--- src/rtl/ctl_pkg.sv ---
package ctl_pkg;

   localparam logic [5:0] OPC_RTYPE = 6'h00;
   localparam logic [5:0] OPC_JABS  = 6'h02;
   localparam logic [5:0] OPC_JLINK = 6'h03;
   localparam logic [5:0] OPC_BEQ   = 6'h04;
   localparam logic [5:0] OPC_BNE   = 6'h05;
   localparam logic [5:0] OPC_ADDI  = 6'h08;
   localparam logic [5:0] OPC_ANDI  = 6'h0C;
   localparam logic [5:0] OPC_ORI   = 6'h0D;
   localparam logic [5:0] OPC_LOAD  = 6'h23;
   localparam logic [5:0] OPC_STORE = 6'h2B;

   localparam logic [5:0] FN_JREG = 6'h08;
   localparam logic [5:0] FN_ADD  = 6'h20;
   localparam logic [5:0] FN_SUB  = 6'h22;
   localparam logic [5:0] FN_AND  = 6'h24;
   localparam logic [5:0] FN_OR   = 6'h25;

   typedef enum logic [2:0] {
      ALU_AND = 3'b000,
      ALU_OR  = 3'b001,
      ALU_ADD = 3'b010,
      ALU_SUB = 3'b110
   } alu_op_e;

   typedef enum logic [1:0] {
      DST_RT   = 2'b00,
      DST_RD   = 2'b01,
      DST_LINK = 2'b10
   } dst_e;

   typedef struct packed {
      logic    rf_we;
      dst_e    dst;
      logic    opb_imm;
      logic    mem_we;
      logic    wb_mem;
      logic    br_eq;
      logic    br_ne;
      logic    jmp_abs;
      logic    jmp_reg;
      logic    link;
      logic    imm_sx;
      alu_op_e alu;
   } ctl_t;

endpackage

--- src/rtl/ctl_opc_dec.sv ---
module ctl_opc_dec
   import ctl_pkg::*;
#(
   parameter int OPC_W = 6
) (
   input  logic [OPC_W-1:0] opc_i,
   output ctl_t             ctl_o,
   output logic             is_rtype_o
);

   generate
      if (OPC_W != 6) begin : g_bad_opc_w
         $error("ctl_opc_dec: OPC_W must be 6");
      end
   endgenerate

   always_comb begin
      ctl_o      = '0;
      is_rtype_o = 1'b0;
      case (opc_i)
         OPC_RTYPE: is_rtype_o = 1'b1;
         OPC_JABS: begin
            ctl_o.jmp_abs = 1'b1;
         end
         OPC_JLINK: begin
            ctl_o.jmp_abs = 1'b1;
            ctl_o.rf_we   = 1'b1;
            ctl_o.link    = 1'b1;
            ctl_o.dst     = DST_LINK;
         end
         OPC_BEQ, OPC_BNE: begin
            ctl_o.br_eq  = (opc_i == OPC_BEQ);
            ctl_o.br_ne  = (opc_i == OPC_BNE);
            ctl_o.imm_sx = 1'b1;
            ctl_o.alu    = ALU_SUB;
         end
         OPC_ADDI: begin
            ctl_o.rf_we   = 1'b1;
            ctl_o.opb_imm = 1'b1;
            ctl_o.imm_sx  = 1'b1;
            ctl_o.alu     = ALU_ADD;
         end
         OPC_ANDI: begin
            ctl_o.rf_we   = 1'b1;
            ctl_o.opb_imm = 1'b1;
            ctl_o.alu     = ALU_AND;
         end
         OPC_ORI: begin
            ctl_o.rf_we   = 1'b1;
            ctl_o.opb_imm = 1'b1;
            ctl_o.alu     = ALU_OR;
         end
         OPC_LOAD: begin
            ctl_o.rf_we   = 1'b1;
            ctl_o.opb_imm = 1'b1;
            ctl_o.imm_sx  = 1'b1;
            ctl_o.wb_mem  = 1'b1;
            ctl_o.alu     = ALU_ADD;
         end
         OPC_STORE: begin
            ctl_o.mem_we  = 1'b1;
            ctl_o.opb_imm = 1'b1;
            ctl_o.imm_sx  = 1'b1;
            ctl_o.alu     = ALU_ADD;
         end
         default: ctl_o = '0;
      endcase
   end

endmodule

--- src/rtl/ctl_fn_dec.sv ---
module ctl_fn_dec
   import ctl_pkg::*;
#(
   parameter int FN_W = 6
) (
   input  logic [FN_W-1:0] fn_i,
   output ctl_t            ctl_o
);

   generate
      if (FN_W != 6) begin : g_bad_fn_w
         $error("ctl_fn_dec: FN_W must be 6");
      end
   endgenerate

   always_comb begin
      ctl_o = '0;
      case (fn_i)
         FN_ADD, FN_SUB, FN_AND, FN_OR: begin
            ctl_o.rf_we = 1'b1;
            ctl_o.dst   = DST_RD;
            case (fn_i)
               FN_SUB:  ctl_o.alu = ALU_SUB;
               FN_AND:  ctl_o.alu = ALU_AND;
               FN_OR:   ctl_o.alu = ALU_OR;
               default: ctl_o.alu = ALU_ADD;
            endcase
         end
         FN_JREG: ctl_o.jmp_reg = 1'b1;
         default: ctl_o = '0;
      endcase
   end

endmodule

--- src/rtl/ctl_decoder.sv ---
module ctl_decoder
   import ctl_pkg::*;
#(
   parameter int OPC_W = 6,
   parameter int FN_W  = 6,
   parameter int ALU_W = 3
) (
   input  logic [OPC_W-1:0] opc_i,
   input  logic [FN_W-1:0]  fn_i,
   output logic             rf_we_o,
   output logic [1:0]       dst_sel_o,
   output logic             opb_imm_o,
   output logic             mem_we_o,
   output logic             wb_mem_o,
   output logic             br_eq_o,
   output logic             br_ne_o,
   output logic             jmp_abs_o,
   output logic             jmp_reg_o,
   output logic             link_o,
   output logic             imm_sx_o,
   output logic [ALU_W-1:0] alu_op_o
);

   localparam int ALU_PAD = ALU_W - 3;

   generate
      if (ALU_W < 3) begin : g_bad_alu_w
         $error("ctl_decoder: ALU_W must be at least 3");
      end
   endgenerate

   ctl_t opc_ctl;
   ctl_t fn_ctl;
   ctl_t sel_ctl;
   logic is_rtype;

   ctl_opc_dec #(.OPC_W(OPC_W)) u_opc (
      .opc_i      (opc_i),
      .ctl_o      (opc_ctl),
      .is_rtype_o (is_rtype)
   );

   ctl_fn_dec #(.FN_W(FN_W)) u_fn (
      .fn_i  (fn_i),
      .ctl_o (fn_ctl)
   );

   assign sel_ctl = is_rtype ? fn_ctl : opc_ctl;

   assign rf_we_o   = sel_ctl.rf_we;
   assign dst_sel_o = sel_ctl.dst;
   assign opb_imm_o = sel_ctl.opb_imm;
   assign mem_we_o  = sel_ctl.mem_we;
   assign wb_mem_o  = sel_ctl.wb_mem;
   assign br_eq_o   = sel_ctl.br_eq;
   assign br_ne_o   = sel_ctl.br_ne;
   assign jmp_abs_o = sel_ctl.jmp_abs;
   assign jmp_reg_o = sel_ctl.jmp_reg;
   assign link_o    = sel_ctl.link;
   assign imm_sx_o  = sel_ctl.imm_sx;

   generate
      if (ALU_PAD > 0) begin : g_alu_pad
         assign alu_op_o = {{ALU_PAD{1'b0}}, sel_ctl.alu};
      end else begin : g_alu_exact
         assign alu_op_o = sel_ctl.alu;
      end
   endgenerate

   always_comb begin
      AST_ONE_PC_STEER: assert ($countones({br_eq_o, br_ne_o, jmp_abs_o, jmp_reg_o}) <= 1);
      if (mem_we_o)
         AST_STORE_NO_RF: assert (!rf_we_o && opb_imm_o && !wb_mem_o);
      if (wb_mem_o)
         AST_LOAD_SHAPE: assert (rf_we_o && opb_imm_o && dst_sel_o == 2'b00);
      if (link_o)
         AST_LINK_SHAPE: assert (rf_we_o && jmp_abs_o && dst_sel_o == 2'b10);
      if (br_eq_o || br_ne_o)
         AST_BRANCH_SUB: assert (alu_op_o[2:0] == 3'b110 && !rf_we_o && !opb_imm_o);
      if (dst_sel_o == 2'b01)
         AST_RD_REG_OPB: assert (!opb_imm_o && rf_we_o);
      if (opc_i != '0 && opb_imm_o && rf_we_o && !imm_sx_o)
         AST_ZEXT_LOGIC: assert (alu_op_o[2:1] == 2'b00);
      if (jmp_reg_o)
         AST_JREG_QUIET: assert (!rf_we_o && !mem_we_o);
   end

endmodule

--- config.mk ---
export PLATFORM = sky130hd
export DESIGN_NAME = ctl_decoder
export DESIGN_NICKNAME = d
export VERILOG_FILES = /design/src/rtl/ctl_pkg.sv /design/src/rtl/ctl_opc_dec.sv /design/src/rtl/ctl_fn_dec.sv /design/src/rtl/ctl_decoder.sv
export SDC_FILE = /design/constraint.sdc
export NUM_CORES = 1
export LEC_CHECK = 0
export BUFFER_PORTS_ARGS = -buffer_cell sky130_fd_sc_hd__buf_2
export CAP_MARGIN = 40
export CORE_AREA = 2 2 39 41
export DETAILED_ROUTE_END_ITERATION = 6
export DIE_AREA = 0 0 41 43
export PLACE_DENSITY = 0.86
export SYNTH_ARGS = -nofsm -noshare
export SYNTH_HDL_FRONTEND = slang
export SYNTH_HIERARCHICAL = 1
export SYNTH_SLANG_ARGS = --single-unit
--- constraint.sdc ---
create_clock -name vclk -period 1.4
set_clock_uncertainty 0.05 [all_clocks]
set_input_delay 0.07 -clock vclk [all_inputs]
set_output_delay 0.07 -clock vclk [all_outputs]
set_load 0.005 [all_outputs]
=== Word-level counts from Yosys, hierarchy flattened ===
Cells that the tools add are included.

* Equality and inequality tests: 14
* Muxes and demuxes: 16
* Reduce and logical (&&, ||, !) cells: 8

{| class="wikitable"
|+ Operators by type and width
! operator !! count
|-
| $eq A6 B6 Y1 const B || 6
|-
| $eq A6 B4 Y1 const B || 4
|-
| $pmux W3 S3 || 2
|-
| $mux W15 || 1
|-
| $reduce_or A5 Y1 || 3
|-
| $eq A6 B2 Y1 const B || 2
|-
| $eq A6 B3 Y1 const B || 2
|-
| $mux W1 || 9
|-
| $logic_not A6 Y1 || 1
|-
| $mux W3 || 2
|-
| $mux W2 || 2
|-
| $reduce_or A2 Y1 || 2
|-
| $reduce_or A4 Y1 || 1
|-
| $reduce_or A3 Y1 || 1
|}

* Bits in registers: 0
* Input port bits: 12
* Output and inout port bits: 15

=== Depth between registers and ports, before layout ===
Gate-level depths: netlist of run 1.

* Depth in word-level cells: 4
* Mapped depth: 7
* Gate-level depth less buffers: 4

=== Modules after synthesis ===
Netlist of run 1, hierarchy kept.

{| class="wikitable"
|+ By module, submodules not included
! module !! times used !! cells each !! area each (um^2) !! seq. area each (um^2)
|-
| ctl_decoder || 1 || 17 || 237.7 || 0.0
|-
| ctl_opc_dec || 1 || 37 || 229.0 || 0.0
|-
| ctl_fn_dec || 1 || 21 || 166.4 || 0.0
|}

=== Least setup slack after synthesis of run 1 ===
No wires, ideal clock.

* Kind: input to output
* Start point: in opc_i[4]
* End point: out br_eq_o
* Arrival time: 1186 ps
* Data required time: 1280 ps
* Slack: 94 ps
* Stages: 7
* Path buffers: 3
* Cell sequence: buf_2 -> nor2_1 -> nand2_1 -> nor3_1 -> buf_6 -> buf_12 -> mux2_4

{| class="wikitable"
|+ RTL lines
! what !! RTL line !! text
|-
| from (decl) || ctl_decoder.sv:8 || <nowiki>input logic [OPC_W-1:0] opc_i,</nowiki>
|-
| $logic_not A6 Y1 || ctl_opc_dec.sv:20 || <nowiki>case (opc_i)</nowiki>
|-
| $mux W1 || ctl_opc_dec.sv:20 ||
|-
| via is_rtype || ctl_decoder.sv:35 || <nowiki>logic is_rtype;</nowiki>
|-
| $mux W15 || ctl_decoder.sv:48 || <nowiki>assign sel_ctl = is_rtype ? fn_ctl : opc_ctl;</nowiki>
|-
| to (decl) || ctl_decoder.sv:15 || <nowiki>output logic br_eq_o,</nowiki>
|}

The timed path passes the listed nets, and every way through them passes these cells.

=== Worst setup path in the final report of run 1 ===
* Start point: in opc_i[5]
* End point: out alu_op_o[0]

{| class="wikitable"
|+ RTL lines
! what !! RTL line !! text
|-
| $logic_not A6 Y1 || ctl_opc_dec.sv:20 ||
|-
| $mux W1 || ctl_opc_dec.sv:20 ||
|-
| via is_rtype || ctl_decoder.sv:35 ||
|-
| $mux W15 || ctl_decoder.sv:48 ||
|-
| to (decl) || ctl_decoder.sv:21 || <nowiki>output logic [ALU_W-1:0] alu_op_o</nowiki>
|}

The timed path passes the listed nets, and every way through them passes these cells.

==> out/results.ini, run 1 <==
[outcome]
status = completed

[min_path]
hold_path_depth = 4
hp-class = in2out
min_from = fn_i[3]
worst_hold_path.endpoint = jmp_reg_o

[global_routing]
first_global_vias = 452
grt_pass1_wl_mm = 1.85
antenna_found_initial = 0
grt_max_degree = 11
grt_use_total_pct = 14.2
grt_remaining_overflow = 0

[sta]
finalHoldViolations = 0
postLayoutSetupSlackWorst_ns = 0.0372
setup_tns_ns = 0
fin_crit_sh_pct = 97.3
fmax_mhz = 734
finalCriticalPeriod_ns = 1.36
setup_viol = 0
final_max_slew_viol_count = 0

[routing]
drc = 0
via_count = 554
drt_iter0_markers = 7
avgRoutedWirePerCell_microns = 10.4
postRouteAntennaNets = 0
viasPerCell = 4.78
drt_wl_total_mm = 1.21
firstDrtPassIters = 4

[die]
io_pins = 27
die_w_microns = 41
die_h_microns = 43
start_util_pct = 45.8
core_area_sq_mm = 0.00138
num_rows = 14
die_area_sq_mm = 0.00176

[pwr]
powerDensity_mw_per_mm2 = 171
p_leak_nw = 0.385
p_int_mw = 0.0631
swShare_pct = 51.3
clockPowerShare_pct = 0
combPwrFrac_pct = 100.0
ir_drop_mv = 0.0931
p_sw_mw = 0.0664
pwr-share-seq_pct = 0

[place]
dp_hpwl_mm = 1.04
gp_congestion = 0.808
portBuffers = 27
pre_cts_ws_ns = 0.0284
placedInstanceArea_sq_um = 726

[yosys]
synth-simple-area-share_pct = 36.6
synthCells = 75
yosysTopAreaCell = mux2_4
synth_top_area_share_pct = 23.7
synth_xor_area_share_pct = 0
postSynthAreaPerCell_sq_um = 8.44
netlist_area_sq_um = 633
seq_area_frac_synth_pct = 0
yosys-top-cells-area = mux2_4, buf_4, mux2_2
synth_compound_area_share_pct = 5.93
synthAdderAreaFrac_pct = 0
synth_cell_types = 26
synth_warnings = 6
synth_top_family_by_area = simple AND/OR/NAND/NOR gates
synth_mux_area_share_pct = 32.6

[finish]
syn2layout_area_growth_pct = 19.6
utilization_pct = 54.7
final_nets = 114
fillers = 142
regArea_sq_um = 0
drive_gt1_share_pct = 60.0
seq_cell_count = 0
diodes = 0
nClkBuffers = 0
final_area_sq_um = 757

[setup_path]
crit_arrival_ns = 1.24
crit_path_end_kind = output port
required_ns = 1.28
cp_max_fo = 8
worstSetupPathType = in2out
critPathLaunchType = input pin

[job]
cap_violations = 0

timing repair:
item | in CTS | in global routing
endpoints found under the setup margin | 0 | 13
hold endpoints to repair | 0 | 0
resized for setup | 0 | 6
hold buffers | 0 | 0
buffers inserted | 0 | 1
how the worst max path moves through the flow:
stage / to / start / slack (ns) / depth (start not counted)
6_report: alu_op_o[0] / opc_i[5] / 0.04 / 7
5_1_grt: alu_op_o[0] / opc_i[5] / -0.01 / 7
4_1_cts: alu_op_o[0] / opc_i[5] / 0.02 / 7
3_5_place_dp: alu_op_o[0] / opc_i[4] / 0.03 / 7
3_3_place_gp: alu_op_o[0] / opc_i[4] / 0.08 / 7
2_1_floorplan: br_eq_o / opc_i[4] / 0.09 / 7
worst max-delay path, stage by stage:
cell and delay, ns:
buf_2 0.12, nor2_4 0.12, nand2_2 0.09, nor3_4 0.22, buf_6 0.17, mux2_2 0.34, buf_2 0.13
through the flow:
| step | total power [mW] | hold slack (ns) | cells |
|---|---|---|---|
| after floorplan | 0.0928 | 0.332 | 84 |
| after global placement | 0.119 | 0.563 | 115 |
| after detailed placement | 0.123 | 0.563 | 115 |
| after CTS | 0.124 | 0.561 | 115 |
| after global routing | 0.143 | 0.587 | 116 |
| final | 0.130 | 0.555 | 116 |
area by class of cell:
cell class	count	area [sq um]	area share (%)
Inverter	1	3.75	0.496
Tap cell	16	20.0	2.64
Timing Repair Buffer	34	195	25.8
Multi-Input combinational cell	65	538	71.1
synthesized netlist by cell type:
master,instances
buf_4,14
o21ai_1,1
mux2_2,5
nor3_1,4
conb_1,2
a21oi_1,4
and3b_2,1
inv_1,1
nand3_1,2
nor2b_1,2
nand2_1,4
buf_6,1
nor4b_4,2
nand3b_1,2
nor3b_1,1
nor4_1,1
nor2_1,8
nand3_2,1
buf_12,1
a211oi_2,1
mux2_4,10
or3b_4,1
nor4b_2,1
and3_1,2
buf_2,2
nor2b_2,1
layer usage:
metal | routed length, microns | part of all wire, % | global-route usage, % | up-vias
li1 | - | - | - | 287
met1 | 473 | 39 | 18.0 | 246
met2 | 645 | 54 | 26.6 | 21
met3 | 86 | 7.1 | 0 | 0
met4 | 0 | 0 | 0 | 0
met5 | 0 | 0 | 0 | -
cell usage in the layout, fill, tap and decap left out, drive strengths merged:
cell type	n
mux2	15
and3	2
o21ai	1
and3b	1
nor4b	3
conb	11
buf	34
nand3b	2
inv	1
nor3b	1
nor4	1
nor2	8
nor2b	3
nand3	3
nand2	4
nor3	4
a21oi	4
or3b	1
a211oi	1
power by group through the flow:
stage | sequential [mW] | clock (mW) | combinational (mW)
floorplan | 0 | 0 | 0.0928
global placement | 0 | 0 | 0.119
detailed placement | 0 | 0 | 0.123
CTS | 0 | 0 | 0.124
global route | 0 | 0 | 0.143
finish | 0 | 0 | 0.130
logic make-up (layout without fill, tap and decap cells):
| kind of cell | after synthesis | after routing |
|---|---|---|
| mux | 15 | 15 |
| buf+inv | 19 | 35 |
| compound gates | 6 | 6 |
| other cells | 2 | 11 |
| simple gates | 33 | 33 |
No activity file was read; power rests on OpenSTA's default activity.
==> run 2: changes to the inputs <==
--- a/config.mk
+++ b/config.mk
@@ -10,8 +10,7 @@
 export CORE_AREA = 2 2 39 41
 export DETAILED_ROUTE_END_ITERATION = 6
 export DIE_AREA = 0 0 41 43
-export PLACE_DENSITY = 0.86
+export PLACE_DENSITY = 0.56
 export SYNTH_ARGS = -nofsm -noshare
 export SYNTH_HDL_FRONTEND = slang
-export SYNTH_HIERARCHICAL = 1
 export SYNTH_SLANG_ARGS = --single-unit
==> out/results.ini, run 2 <==
[outcome]
status = completed  ; unchanged

[setup_path]
path_buf_inv = 2  ; was 3
critPathLaunchType = input pin  ; unchanged
worstSetupStartpoint = opc_i[1]  ; was opc_i[5]
crit_slowest_cell = o31ai_2  ; was mux2_2
critPathTopFamily = simple AND/OR/NAND/NOR gates  ; unchanged
cpPeakStageDelay_ns = 0.26  ; was 0.34 ns
required_ns = 1.28  ; about the same
worstSetupPathType = in2out  ; unchanged
cp_max_fo = 6  ; was 8
crit_chain = buf_2, nor2_2, nand4_2, o31ai_2, buf_2  ; was buf_2, nor2_4, nand2_2, nor3_4, buf_6, mux2_2, buf_2
cp_common_cell = buf_2  ; unchanged
path_depth = 5  ; was 7
crit_arrival_ns = 1.05  ; was 1.24 ns
crit_end = alu_op_o[2]  ; was alu_op_o[0]
crit_path_end_kind = output port  ; unchanged

[global_routing]
grt_use_total_pct = 8.59  ; was 14.2%
grt_pass1_wl_mm = 1.15  ; was 1.85 mm
grt_max_degree = 11  ; unchanged
grt_remaining_overflow = 0  ; unchanged
first_global_vias = 296  ; was 452
antenna_found_initial = 0  ; unchanged

[pwr]
p_int_mw = 0.0326  ; was 0.0631 mW
combPwrFrac_pct = 100.0  ; about the same
clockPowerShare_pct = 0  ; about the same
ir_drop_mv = 0.0573  ; was 0.0931 mV
swShare_pct = 56.8  ; was 51.3%
p_leak_nw = 0.217  ; was 0.385 nW
p_sw_mw = 0.0428  ; was 0.0664 mW
pwr-share-seq_pct = 0  ; about the same
powerDensity_mw_per_mm2 = 188  ; was 171 mW/mm^2

[routing]
drc = 0  ; unchanged
via_count = 370  ; was 554
firstDrtPassIters = 3  ; was 4
avgRoutedWirePerCell_microns = 9.72  ; was 10.4 microns
viasPerCell = 4.57  ; was 4.78
drt_wl_total_microns = 787  ; was 1.21 mm
postRouteAntennaNets = 0  ; unchanged
drt_iter0_markers = 5  ; was 7

[yosys]
yosysMostFrequentCell = nor2_1  ; was buf_4
netlist_area_sq_um = 262  ; was 633 sq um
synthCells = 40  ; was 75
postSynthAreaPerCell_sq_um = 6.54  ; was 8.44 sq um
seq_area_frac_synth_pct = 0  ; unchanged
synth_cell_types = 27  ; was 26
synth_top_area_share_pct = 9.57  ; was 23.7%
synth_nets = 52
synth_warnings = 0  ; was 6
yosysTopAreaCell = o31ai_2  ; was mux2_4
yosys-top-cells-area = o31ai_2, nor2_1, buf_4  ; was mux2_4, buf_4, mux2_2

[die]
io_pins = 27  ; unchanged
die_area_sq_mm = 0.00176  ; unchanged
num_rows = 14  ; unchanged
start_util_pct = 18.9  ; was 45.8%
core_area_sq_mm = 0.00138  ; unchanged
die_h_microns = 43  ; unchanged
die_w_microns = 41  ; unchanged

[finish]
drive_gt1_share_pct = 53.8  ; was 60.0%
regArea_sq_um = 0  ; unchanged
final_nets = 79  ; was 114
fillers = 159  ; was 142
most-common-layout-cells = buf_2, nor2_1  ; was buf_2, conb_1, mux2_4
diodes = 0  ; unchanged
final_cells = 81  ; was 116
seq_cell_count = 0  ; unchanged
syn2layout_area_growth_pct = 53.6  ; was 19.6%
final_common_cell = buf_2  ; unchanged
nClkBuffers = 0  ; unchanged

[sta]
tightestPinTransition_ns = 0.334
maxSlewHeadroom_pct = 77.4
fmax_mhz = 855  ; was 734 MHz
finalCriticalPeriod_ns = 1.17  ; was 1.36 ns
setup_viol = 0  ; unchanged
fin_crit_sh_pct = 83.5  ; was 97.3%
final_max_slew_viol_count = 0  ; unchanged
setup_tns_ns = 0  ; unchanged
rsz0062_at_grt = no
finalHoldViolations = 0  ; unchanged

[job]
cap_violations = 0  ; unchanged

[place]
gp_congestion = 0.707  ; was 0.808
dp_hpwl_microns = 687  ; was 1.04 mm
place_inst = 81  ; was 115
portBuffers = 27  ; unchanged

[clocking]
post_cts.repair.setup_buffers = 0  ; unchanged
cts_resized = 0  ; unchanged
ctsHoldBuffers = 0  ; unchanged

[min_path]
hp-class = in2out  ; unchanged

==> run 2: cell types whose count changed after synthesis, sizes merged, moves of 2 or more <==
cell | previous run | this run
nand4 | 0 | 3
buf | 18 | 2
nand2 | 4 | 2
nor4b | 3 | 1
conb | 2 | 0
nand3b | 2 | 0
nand3 | 3 | 1
nor3 | 4 | 1
mux2 | 15 | 0
o31ai | 0 | 2
==> run 2: cell type report <==
class / count / area [sq um] / share of cell area, %
Inverter: 2 / 7.51 / 1.87
Multi-Input combinational cell: 36 / 239 / 59.5
Tap cell: 16 / 20.0 / 4.98
Timing Repair Buffer: 27 / 135 / 33.6
==> run 2: worst min path at each step <==
| stage | from | endpoint | slack (ns) | cells past startpoint |
|---|---|---|---|---|
| after CTS | fn_i[5] | jmp_reg_o | 0.33 | 3 |
| after global placement | fn_i[5] | jmp_reg_o | 0.32 | 3 |
| after detailed placement | fn_i[5] | jmp_reg_o | 0.33 | 3 |
| after floorplan | opc_i[4] | imm_sx_o | 0.11 | 1 |
| final | fn_i[5] | jmp_reg_o | 0.33 | 3 |
| after global routing | fn_i[5] | jmp_reg_o | 0.34 | 3 |
==> run 2: power groups by stage <==
| stage | registers, mW | clock network (mW) | logic [mW] |
|---|---|---|---|
| 3_5_place_dp | 0 | 0 | 0.0759 |
| 3_3_place_gp | 0 | 0 | 0.0757 |
| 6_report | 0 | 0 | 0.0755 |
| 4_1_cts | 0 | 0 | 0.0761 |
| 5_1_grt | 0 | 0 | 0.0836 |
| 2_1_floorplan | 0 | 0 | 0.0378 |
==> run 2: cells by family after synthesis <==
| kind of cell | after synthesis | synth area share, % |
|---|---|---|
| buf+inv | 4 | 8.61 |
| compound gates | 10 | 30.1 |
| simple gates | 26 | 61.2 |
==> run 2: per-stage QoR <==
stage                     hold slack, ns  worst slack [ns]  total power, mW  utilization [%]  cell area [sq um]
after floorplan                    0.111             0.459           0.0378                -                262
after global placement             0.323             0.235           0.0757             29.0                402
after detailed placement           0.330             0.250           0.0759             29.0                402
after CTS                          0.332             0.240           0.0761             29.0                402
after global routing               0.338             0.149           0.0836             29.0                402
final                              0.330             0.231           0.0755             29.0                402
==> run 2: routing by layer <==
metal,track usage (%),up-vias,routed length (microns)
met1,13.6,154,375
met3,0,0,69
met4,0,0,0
met5,0,-,0
li1,-,200,-
met2,13.4,16,342
==> run 3: changes to the inputs <==
--- a/config.mk
+++ b/config.mk
@@ -5,12 +5,13 @@
 export SDC_FILE = /design/constraint.sdc
 export NUM_CORES = 1
 export LEC_CHECK = 0
+export ABC_AREA = 1
 export BUFFER_PORTS_ARGS = -buffer_cell sky130_fd_sc_hd__buf_2
 export CAP_MARGIN = 40
 export CORE_AREA = 2 2 39 41
 export DETAILED_ROUTE_END_ITERATION = 6
 export DIE_AREA = 0 0 41 43
-export PLACE_DENSITY = 0.56
+export PLACE_DENSITY = 0.59
 export SYNTH_ARGS = -nofsm -noshare
 export SYNTH_HDL_FRONTEND = slang
 export SYNTH_SLANG_ARGS = --single-unit
==> constraint.sdc (replaced) <==
create_clock -name vclk -period 1.25
set_clock_uncertainty 0.05 [all_clocks]
set_input_delay 0.0625 -clock vclk [all_inputs]
set_output_delay 0.0625 -clock vclk [all_outputs]
set_load 0.005 [all_outputs]
==> out/results.ini, run 3 <==
[min_path]
min_from = fn_i[0]  ; was fn_i[5]
hp-class = in2out  ; unchanged

[setup_path]
cpPeakStageDelay_ns = 0.23  ; was 0.26 ns
worstSetupStartpoint = opc_i[5]  ; was opc_i[1]
cp_max_fo = 8  ; was 6
critPathLaunchType = input pin  ; unchanged
path_depth = 6  ; was 5
crit_end = alu_op_o[1]  ; was alu_op_o[2]
required_ns = 1.14  ; was 1.28 ns
cp_common_cell = buf_2  ; unchanged
crit_path_end_kind = output port  ; unchanged
critPathTopFamily = simple AND/OR/NAND/NOR gates  ; unchanged
crit_slowest_cell = or2_0  ; was o31ai_2
crit_arrival_ns = 0.90  ; was 1.05 ns
worstSetupPathType = in2out  ; unchanged
crit_chain = buf_2, nor2_4, nand3_2, or2_0, nand2_1, buf_2  ; was buf_2, nor2_2, nand4_2, o31ai_2, buf_2
path_buf_inv = 2  ; unchanged

[yosys]
synth_cell_types = 14  ; was 27
seq_area_frac_synth_pct = 0  ; unchanged
postSynthAreaPerCell_sq_um = 4.59  ; was 6.54 sq um
yosysMostFrequentCell = inv_1  ; was nor2_1
synth_warnings = 0  ; unchanged
netlist_area_sq_um = 303  ; was 262 sq um
synth_nets = 78  ; was 52
synthCells = 66  ; was 40
synthAdderAreaFrac_pct = 0  ; unchanged
synth_top_area_share_pct = 21.1  ; was 9.57%
yosys-top-cells-area = inv_1, nand3_1, nand2_1  ; was o31ai_2, nor2_1, buf_4
synth_mux_area_share_pct = 0  ; unchanged
synth_top_family_by_area = simple AND/OR/NAND/NOR gates  ; unchanged
synth-simple-area-share_pct = 73.1  ; was 61.2%
synth_compound_area_share_pct = 3.31  ; was 30.1%
synth_commonest_cells = inv_1, nand2_1, nor2_1
synth_xor_area_share_pct = 0  ; unchanged
yosysTopAreaCell = inv_1  ; was o31ai_2

[routing]
viasPerCell = 4.26  ; was 4.57
drt_wl_total_microns = 815  ; was 787 microns
drc = 0  ; unchanged
via_count = 460  ; was 370
postRouteAntennaNets = 0  ; unchanged
avgRoutedWirePerCell_microns = 7.55  ; was 9.72 microns
firstDrtPassIters = 2  ; was 3
drt_iter0_markers = 2  ; was 5

[die]
die_area_sq_mm = 0.00176  ; unchanged
die_w_microns = 41  ; unchanged
die_h_microns = 43  ; unchanged
io_pins = 27  ; unchanged
num_rows = 14  ; unchanged
start_util_pct = 21.9  ; was 18.9%
core_area_sq_mm = 0.00138  ; unchanged

[sta]
postLayoutSetupSlackWorst_ns = 0.240  ; was 0.231 ns
maxSlewHeadroom_pct = 87.7  ; was 77.4%
fmax_mhz = 990
finalHoldViolations = 0  ; unchanged
setup_tns_ns = 0  ; unchanged
setup_viol = 0  ; unchanged
final_max_slew_viol_count = 0  ; unchanged
rsz0062_at_grt = no  ; unchanged
tightestPinTransition_ns = 0.183  ; was 0.334 ns
finalCriticalPeriod_ns = 1.01
fin_crit_sh_pct = 80.8

[pwr]
ir_drop_mv = 0.0802  ; was 0.0573 mV
swShare_pct = 59.1  ; was 56.8%
p_leak_nw = 0.362  ; was 0.217 nW
p_sw_mw = 0.0507  ; was 0.0428 mW
clockPowerShare_pct = 0  ; about the same
pwr-share-seq_pct = 0  ; about the same
combPwrFrac_pct = 100.0  ; about the same
p_int_mw = 0.0350  ; was 0.0326 mW
powerDensity_mw_per_mm2 = 190  ; was 188 mW/mm^2

[clocking]
ctsHoldBuffers = 0  ; unchanged
cts_resized = 0  ; unchanged
post_cts.repair.setup_buffers = 0  ; unchanged

[finish]
fillers = 171  ; was 159
syn2layout_area_growth_pct = 48.8  ; was 53.6%
most-common-layout-cells = buf_2, inv_1, nand2_1  ; was buf_2, nor2_1
diodes = 0  ; unchanged
seq_cell_count = 0  ; unchanged
nClkBuffers = 0  ; unchanged
regArea_sq_um = 0  ; unchanged
multi_input_area_sq_um = 231  ; was 239 sq um
drive_gt1_share_pct = 34.8  ; was 53.8%
final_nets = 106  ; was 79
final_common_cell = buf_2  ; unchanged

[outcome]
status = completed  ; unchanged

[job]
cap_violations = 0  ; unchanged

[place]
portBuffers = 27  ; unchanged
pre_cts_ws_ns = 0.240  ; was 0.250 ns
dp_hpwl_microns = 752  ; was 687 microns
gp_congestion = 0.642  ; was 0.707

[global_routing]
first_global_vias = 331  ; was 296
grt_use_total_pct = 8.69  ; was 8.59%
grt_pass1_wl_mm = 1.18  ; was 1.15 mm
antenna_found_initial = 0  ; unchanged
grt_max_degree = 9  ; was 11
grt_remaining_overflow = 0  ; unchanged

run 3: how the worst min path moves through the flow:
stage | end | cells after the start
2_1_floorplan | mem_we_o | 2
3_3_place_gp | jmp_reg_o | 5
3_5_place_dp | jmp_reg_o | 5
4_1_cts | jmp_reg_o | 5
5_1_grt | jmp_reg_o | 5
6_report | jmp_reg_o | 5
run 3: power groups by stage:
| stage | logic (mW) | clock network, mW | registers [mW] |
|---|---|---|---|
| 6_report | 0.0857 | 0 | 0 |
| 5_1_grt | 0.0976 | 0 | 0 |
| 4_1_cts | 0.0862 | 0 | 0 |
| 3_5_place_dp | 0.0858 | 0 | 0 |
| 3_3_place_gp | 0.0850 | 0 | 0 |
| 2_1_floorplan | 0.0417 | 0 | 0 |
run 3: cells by family after synthesis:
kind of cell           Yosys count
AOI/OAI and AO/OA                2
buffers and inverters           18
and+or+nand+nor                 46
run 3: worst min-delay path, cell delays in order:
cell and delay, ns:
buf_2 0.09, nor3_1 0.04, nand2_1 0.05, nor2_1 0.04, buf_2 0.11
run 3: layout make-up:
type,instances,share of cell area (%)
Multi-Input combinational cell,48,51.4
Timing Repair Buffer,27,30.0
Tap cell,16,4.44
Inverter,17,14.2
run 3: routing by layer:
metal	vias to the layer above	GRT usage (%)	part of all wire, %
met2	18	15.3	44
met4	0	0	0
met5	-	0	0
met3	0	0	8.1
li1	254	-	-
met1	188	12.0	47
run 3: through the flow:
stage / hold WS, ns / instances / total power [mW] / area (sq um) / util [%]
2_1_floorplan: 0.176 / 66 / 0.0417 / 303 / -
3_3_place_gp: 0.405 / 108 / 0.0850 / 450 / 32.5
3_5_place_dp: 0.409 / 108 / 0.0858 / 450 / 32.5
4_1_cts: 0.409 / 108 / 0.0862 / 450 / 32.5
5_1_grt: 0.429 / 108 / 0.0976 / 450 / 32.5
6_report: 0.406 / 108 / 0.0857 / 450 / 32.5
